$ cat config.mk
export PLATFORM = sky130hd
export DESIGN_NAME = dtenure_sched
export DESIGN_NICKNAME = d
export VERILOG_FILES = /design/src/rtl/dts_pkg.sv /design/src/rtl/dts_queue.sv /design/src/rtl/dts_pick.sv /design/src/rtl/dts_burst.sv /design/src/rtl/dtenure_sched.sv
export SDC_FILE = /design/constraint.sdc
export NUM_CORES = 1
export LEC_CHECK = 0
export BUFFER_PORTS_ARGS = -buffer_cell sky130_fd_sc_hd__clkbuf_2
export CAP_MARGIN = 20
export CORE_UTILIZATION = 57
export CTS_CLUSTER_SIZE = 24
export DETAILED_ROUTE_END_ITERATION = 10
export GPL_ROUTABILITY_DRIVEN = 0
export PLACE_DENSITY = 0.89
export SKIP_CTS_REPAIR_TIMING = 1
export SLEW_MARGIN = 20
export SYNTH_ARGS = -nofsm -noshare
export SYNTH_HDL_FRONTEND = slang
export SYNTH_HIERARCHICAL = 1
export SYNTH_SLANG_ARGS = --single-unit
export TNS_END_PERCENT = 100
$ cat constraint.sdc
create_clock -name clk -period 3.6 [get_ports clk]
set_input_delay 0 -clock clk [delete_from_list [all_inputs] [get_ports clk]]
set_output_delay 0 -clock clk [all_outputs]
set_load 0.02 [all_outputs]
$ cat src/rtl/dts_pkg.sv
package dts_pkg;
  // kind of a pending data tenure
  typedef enum logic {
    KIND_READ  = 1'b0,
    KIND_WRITE = 1'b1
  } kind_e;
endpackage

$ cat src/rtl/dts_queue.sv
module dts_queue #(
  parameter int DEPTH = 4,
  parameter int TAG_W = 4,
  localparam int IDX_W = $clog2(DEPTH),
  localparam int CNT_W = $clog2(DEPTH + 1)
) (
  input  logic                         clk,
  input  logic                         rst_n,
  input  logic                         push,
  input  logic                         push_wr,
  input  logic [TAG_W-1:0]             push_tag,
  input  logic                         pop,
  input  logic [IDX_W-1:0]             pop_idx,
  output logic [DEPTH-1:0]             q_wr,
  output logic [DEPTH-1:0][TAG_W-1:0]  q_tag,
  output logic [CNT_W-1:0]             count,
  output logic                         full,
  output logic                         empty
);

  logic [DEPTH-1:0]            wr_q, wr_n;
  logic [DEPTH-1:0][TAG_W-1:0] tag_q, tag_n;
  logic [CNT_W-1:0]            cnt_q, cnt_n, cnt_mid;
  logic                        en;

  assign en = push | pop;

  // compact on removal, then append behind the survivors
  always_comb begin
    wr_n  = wr_q;
    tag_n = tag_q;
    if (pop) begin
      for (int i = 0; i < DEPTH - 1; i++) begin
        if (IDX_W'(i) >= pop_idx) begin
          wr_n[i]  = wr_q[i+1];
          tag_n[i] = tag_q[i+1];
        end
      end
    end
    cnt_mid = cnt_q - CNT_W'(pop);
    if (push) begin
      for (int j = 0; j < DEPTH; j++) begin
        if (CNT_W'(j) == cnt_mid) begin
          wr_n[j]  = push_wr;
          tag_n[j] = push_tag;
        end
      end
    end
    cnt_n = cnt_mid + CNT_W'(push);
  end

  always_ff @(posedge clk or negedge rst_n) begin
    if (!rst_n) begin
      wr_q  <= '0;
      tag_q <= '0;
      cnt_q <= '0;
    end else if (en) begin
      wr_q  <= wr_n;
      tag_q <= tag_n;
      cnt_q <= cnt_n;
    end
  end

  assign q_wr  = wr_q;
  assign q_tag = tag_q;
  assign count = cnt_q;
  assign full  = (cnt_q == CNT_W'(DEPTH));
  assign empty = (cnt_q == '0);

  AST_NO_OVERFLOW: assert property (@(posedge clk) disable iff (!rst_n)
    push |-> (cnt_q < CNT_W'(DEPTH) || pop));
  AST_POP_IN_RANGE: assert property (@(posedge clk) disable iff (!rst_n)
    pop |-> (cnt_q != '0 && CNT_W'(pop_idx) < cnt_q));
  AST_PASS_ONLY_READ: assert property (@(posedge clk) disable iff (!rst_n)
    (pop && pop_idx != '0) |-> (wr_q[pop_idx] && !wr_q[0]));

endmodule

$ cat src/rtl/dts_pick.sv
module dts_pick #(
  parameter int DEPTH = 4,
  localparam int IDX_W = $clog2(DEPTH),
  localparam int CNT_W = $clog2(DEPTH + 1)
) (
  input  logic [DEPTH-1:0] q_wr,
  input  logic [CNT_W-1:0] count,
  input  logic             hint,
  output logic [IDX_W-1:0] sel_idx,
  output logic             any_wr
);
  import dts_pkg::*;

  logic [IDX_W-1:0] first_wr;
  logic             found;

  // oldest live write entry
  always_comb begin
    found    = 1'b0;
    first_wr = '0;
    for (int i = 0; i < DEPTH; i++) begin
      if (!found && CNT_W'(i) < count && kind_e'(q_wr[i]) == KIND_WRITE) begin
        found    = 1'b1;
        first_wr = IDX_W'(i);
      end
    end
  end

  assign any_wr  = found;
  assign sel_idx = (hint && found) ? first_wr : '0;

endmodule

$ cat src/rtl/dts_burst.sv
module dts_burst #(
  parameter int BEATS = 4,
  localparam int BW = (BEATS > 1) ? $clog2(BEATS) : 1
) (
  input  logic clk,
  input  logic rst_n,
  input  logic start,
  input  logic beat_ack,
  output logic busy,
  output logic last
);

  logic          busy_q, busy_n;
  logic [BW-1:0] cnt_q, cnt_n;
  logic          at_end;

  assign at_end = (cnt_q == BW'(BEATS - 1));

  always_comb begin
    busy_n = busy_q;
    cnt_n  = cnt_q;
    if (start) begin
      busy_n = 1'b1;
      cnt_n  = '0;
    end else if (busy_q && beat_ack) begin
      if (at_end) begin
        busy_n = 1'b0;
        cnt_n  = '0;
      end else begin
        cnt_n = cnt_q + BW'(1);
      end
    end
  end

  always_ff @(posedge clk or negedge rst_n) begin
    if (!rst_n) begin
      busy_q <= 1'b0;
      cnt_q  <= '0;
    end else begin
      busy_q <= busy_n;
      cnt_q  <= cnt_n;
    end
  end

  assign busy = busy_q;
  assign last = busy_q && at_end;

  AST_FALL_ON_BEAT: assert property (@(posedge clk) disable iff (!rst_n)
    $fell(busy_q) |-> $past(beat_ack));
  AST_NO_RESTART: assert property (@(posedge clk) disable iff (!rst_n)
    busy_q |-> !start);

endmodule

$ cat src/rtl/dtenure_sched.sv
module dtenure_sched #(
  parameter int DEPTH = 4,
  parameter int TAG_W = 4,
  parameter int BEATS = 4,
  localparam int IDX_W = $clog2(DEPTH),
  localparam int CNT_W = $clog2(DEPTH + 1)
) (
  input  logic             clk,
  input  logic             rst_n,
  input  logic             req_valid,
  input  logic             req_is_wr,
  input  logic [TAG_W-1:0] req_tag,
  output logic             req_ready,
  input  logic             addr_ack,
  input  logic             data_grant,
  input  logic             wr_first,
  output logic             bus_busy,
  output logic             ten_start,
  output logic             ten_is_wr,
  output logic [TAG_W-1:0] ten_tag,
  output logic             beat_valid,
  input  logic             beat_ack,
  output logic             beat_last
);

  logic [DEPTH-1:0]            q_wr;
  logic [DEPTH-1:0][TAG_W-1:0] q_tag;
  logic [CNT_W-1:0]            count;
  logic                        full, empty;
  logic [IDX_W-1:0]            sel_idx;
  logic                        any_wr;
  logic                        busy, last;
  logic                        push, start;

  logic             start_q;
  logic             wr_q, wr_n;
  logic [TAG_W-1:0] tag_q, tag_n;

  assign push  = addr_ack && req_valid && !full;
  assign start = data_grant && !busy && !empty;

  dts_queue #(.DEPTH(DEPTH), .TAG_W(TAG_W)) i_queue (
    .clk      (clk),
    .rst_n    (rst_n),
    .push     (push),
    .push_wr  (req_is_wr),
    .push_tag (req_tag),
    .pop      (start),
    .pop_idx  (sel_idx),
    .q_wr     (q_wr),
    .q_tag    (q_tag),
    .count    (count),
    .full     (full),
    .empty    (empty)
  );

  dts_pick #(.DEPTH(DEPTH)) i_pick (
    .q_wr    (q_wr),
    .count   (count),
    .hint    (wr_first),
    .sel_idx (sel_idx),
    .any_wr  (any_wr)
  );

  dts_burst #(.BEATS(BEATS)) i_burst (
    .clk      (clk),
    .rst_n    (rst_n),
    .start    (start),
    .beat_ack (beat_ack),
    .busy     (busy),
    .last     (last)
  );

  always_comb begin
    wr_n  = q_wr[sel_idx];
    tag_n = q_tag[sel_idx];
  end

  always_ff @(posedge clk or negedge rst_n) begin
    if (!rst_n) begin
      start_q <= 1'b0;
      wr_q    <= 1'b0;
      tag_q   <= '0;
    end else begin
      start_q <= start;
      if (start) begin
        wr_q  <= wr_n;
        tag_q <= tag_n;
      end
    end
  end

  assign req_ready  = !full;
  assign bus_busy   = busy;
  assign beat_valid = busy;
  assign beat_last  = last;
  assign ten_start  = start_q;
  assign ten_is_wr  = wr_q;
  assign ten_tag    = tag_q;

  AST_RISE_ON_GRANT: assert property (@(posedge clk) disable iff (!rst_n)
    $rose(bus_busy) |-> $past(data_grant));
  AST_START_IN_BURST: assert property (@(posedge clk) disable iff (!rst_n)
    ten_start |-> bus_busy);
  AST_PROMOTE_WRITE: assert property (@(posedge clk) disable iff (!rst_n)
    (start && wr_first && any_wr) |=> ten_is_wr);

endmodule

==> impl_metrics.tcl <==
set metrics [dict create \
    outcome "complete, no violations" \
    worstPathArrival_ns 3.03 \
    vias 1201 \
    fin_nets 180 \
    place_hpwl_um 2510 \
    numPortBuffers 21 \
    clock_path_buffers 2 \
    place_inst 195 \
    hp-class "in -> reg" \
    internal_power_mw 1.16 \
    clk_pin_slew_ns 0.10 \
    seqCellArea_sq_um 801 \
    grt_pass1_wl_um 6040 \
    power_switching_uw 626 \
    power_mw 1.79 \
    p_leak_nw 0.960 \
    nFillCells 232 \
    post_drt_wl_per_cell_um 17.0 \
    hold_viol_final 0 \
    syn_area_per_cell_sq_um 13.7 \
    num_rows 20 \
    vdd_drop_max_uv 419 \
    die-width_um 58.4 \
    drt_pre_antenna_iters 4 \
    drv_slew 0 \
    worstPathMaxFanout 18 \
    cts.htree.levels 2 \
    dieArea_sq_um 3410 \
    diodes 0 \
    rsz0062_at_grt "no" \
    path_class "reg -> reg" \
    syn2layout_area_growth_pct 16.2 \
    grt_pass1_vias 1228 \
    cp-start-kind "register" \
    clk-insertion-delay-late_ns 0.33 \
    worst_pin_slew_ns 0.778 \
    fin_crit_ns 2.82 \
    drive_above_1_share 0.506 \
    syn_nets 147 \
    final_area_sq_um 2100 \
    vias_per_cell 5.72 \
    tns_ns 0 \
    multiInputGateArea_sq_um 963 \
    grt_use_total 0.243 \
    fmax_mhz 355 \
    seqPwrFrac 0.391 \
    clockPowerShare 0.148 \
    p_comb_frac 0.462 \
    antenna_found_initial 0 \
    ios 22 \
    fin_crit_sh 0.782 \
    placedInstanceArea_sq_um 1960 \
    synthesis.area_sq_um 1810 \
    root_buffer "clkbuf_4" \
    cap_violations 0 \
    maxSlewHeadroom 0.481 \
    grt_overflow 0 \
    die_h_um 58.4 \
    initial_core_util 0.598 \
    drc 0 \
    core_area_sq_um 3030 \
    setup_viol 0 \
    cts_made_buffers 5 \
    synth_cells 132 \
    cts.sinks 32 \
    swShare 0.350 \
    antenna_left 0 \
    cts_tree "built" \
    drt-initial-drc-count 46 \
    required_ns 3.82 \
    layoutNonFillerInstCount 210 \
    finalClockSkew_ns 0.00922 \
    cp-end-kind "register" \
    grt_max_degree 33 \
    yosysWarningCount 6 \
    powerDensity_nw_per_um2 849 \
    drt-total-wl_um 3560 \
]
[placed cells by master, fill, tap and decap left out]
cell type,n
a21bo_1,2
a21boi_1,1
a21o_2,1
a21oi_1,5
a21oi_2,1
and2_2,1
and3_1,3
buf_4,2
bufinv_16,1
clkbuf_1,1
clkbuf_2,21
clkbuf_4,5
clkinv_2,1
dfrtp_1,32
dlygate4sd3_1,7
ha_1,3
inv_1,5
mux2_2,30
mux2_4,10
mux4_2,5
nand2_1,4
nand2b_1,2
nand3_1,3
nand3b_1,1
nand4_1,1
nand4b_1,1
nand4bb_1,1
nor3_1,1
nor3b_2,2
nor3b_4,1
nor4b_2,1
o211ai_1,1
o21ai_0,4
o22a_1,1
o32ai_1,1
or3b_1,1
or4b_2,1
xnor2_2,1
xor2_1,1
[final cells by class]
type	count	area share
inverter	5	0.00892
clock buffer	6	0.0196
multi-input combinational	91	0.458
sequential	32	0.380
tap	44	0.0262
clock inverter	2	0.0166
timing repair buffer	30	0.0904
[state kept, by name, indices dropped and copies added, names as in the netlist]
name / cells
i_queue/q_tag: 16
i_burst/busy: 1
i_queue/q_wr: 4
ten_tag: 4
i_queue/count: 3
i_burst/cnt_q: 2
ten_is_wr: 1
ten_start: 1
[power by group through the flow]
stage	registers, mW	logic, mW	clock network (mW)
after floorplan	0.691	0.632	0
after global placement	0.680	0.785	0
after detailed placement	0.701	0.823	0
after CTS	0.694	0.826	0.272
after global routing	0.723	0.900	0.290
final	0.698	0.825	0.264
[stage by stage]
stage	utilization	setup WS [ns]	hold WS [ns]
2_1_floorplan	-	0.947	-0.296
3_3_place_gp	0.647	0.924	0.105
3_5_place_dp	0.647	0.832	0.111
4_1_cts	0.672	0.804	-0.256
5_1_grt	0.695	0.684	0.131
6_report	0.695	0.784	0.148
[critical path, cell delays in order (launching register included)]
cell and delay, ns:
dfrtp_1 0.49, nor3_1 0.34, nor3b_4 0.07, buf_4 0.22, ha_1 0.21, ha_1 0.25
xnor2_2 0.24, nor3b_2 0.48, mux2_2 0.40
[final timing paths]
check                            startpoint           endpoint  slack [ns]  cells past startpoint
max                        i_queue/count[2]  i_queue/q_tag[15]        0.78                      8
min                              data_grant          ten_start        0.15                      3
max reg2reg                i_queue/count[2]  i_queue/q_tag[15]        0.78                      8
min reg2reg                      ten_tag[3]         ten_tag[3]        0.53                      1
max in group asynchronous             rst_n    i_queue/q_wr[0]        2.84                      2
min in group asynchronous             rst_n       i_burst/busy        0.27                      2
[layer usage]
metal,share of wire,up-vias,GRT usage
li1,-,559,-
met1,0.41,600,0.294
met2,0.54,40,0.414
met5,0,-,0
met3,0.050,2,0.0857
met4,0.0067,0,0.0646
(Power assumes the default switching activity.)
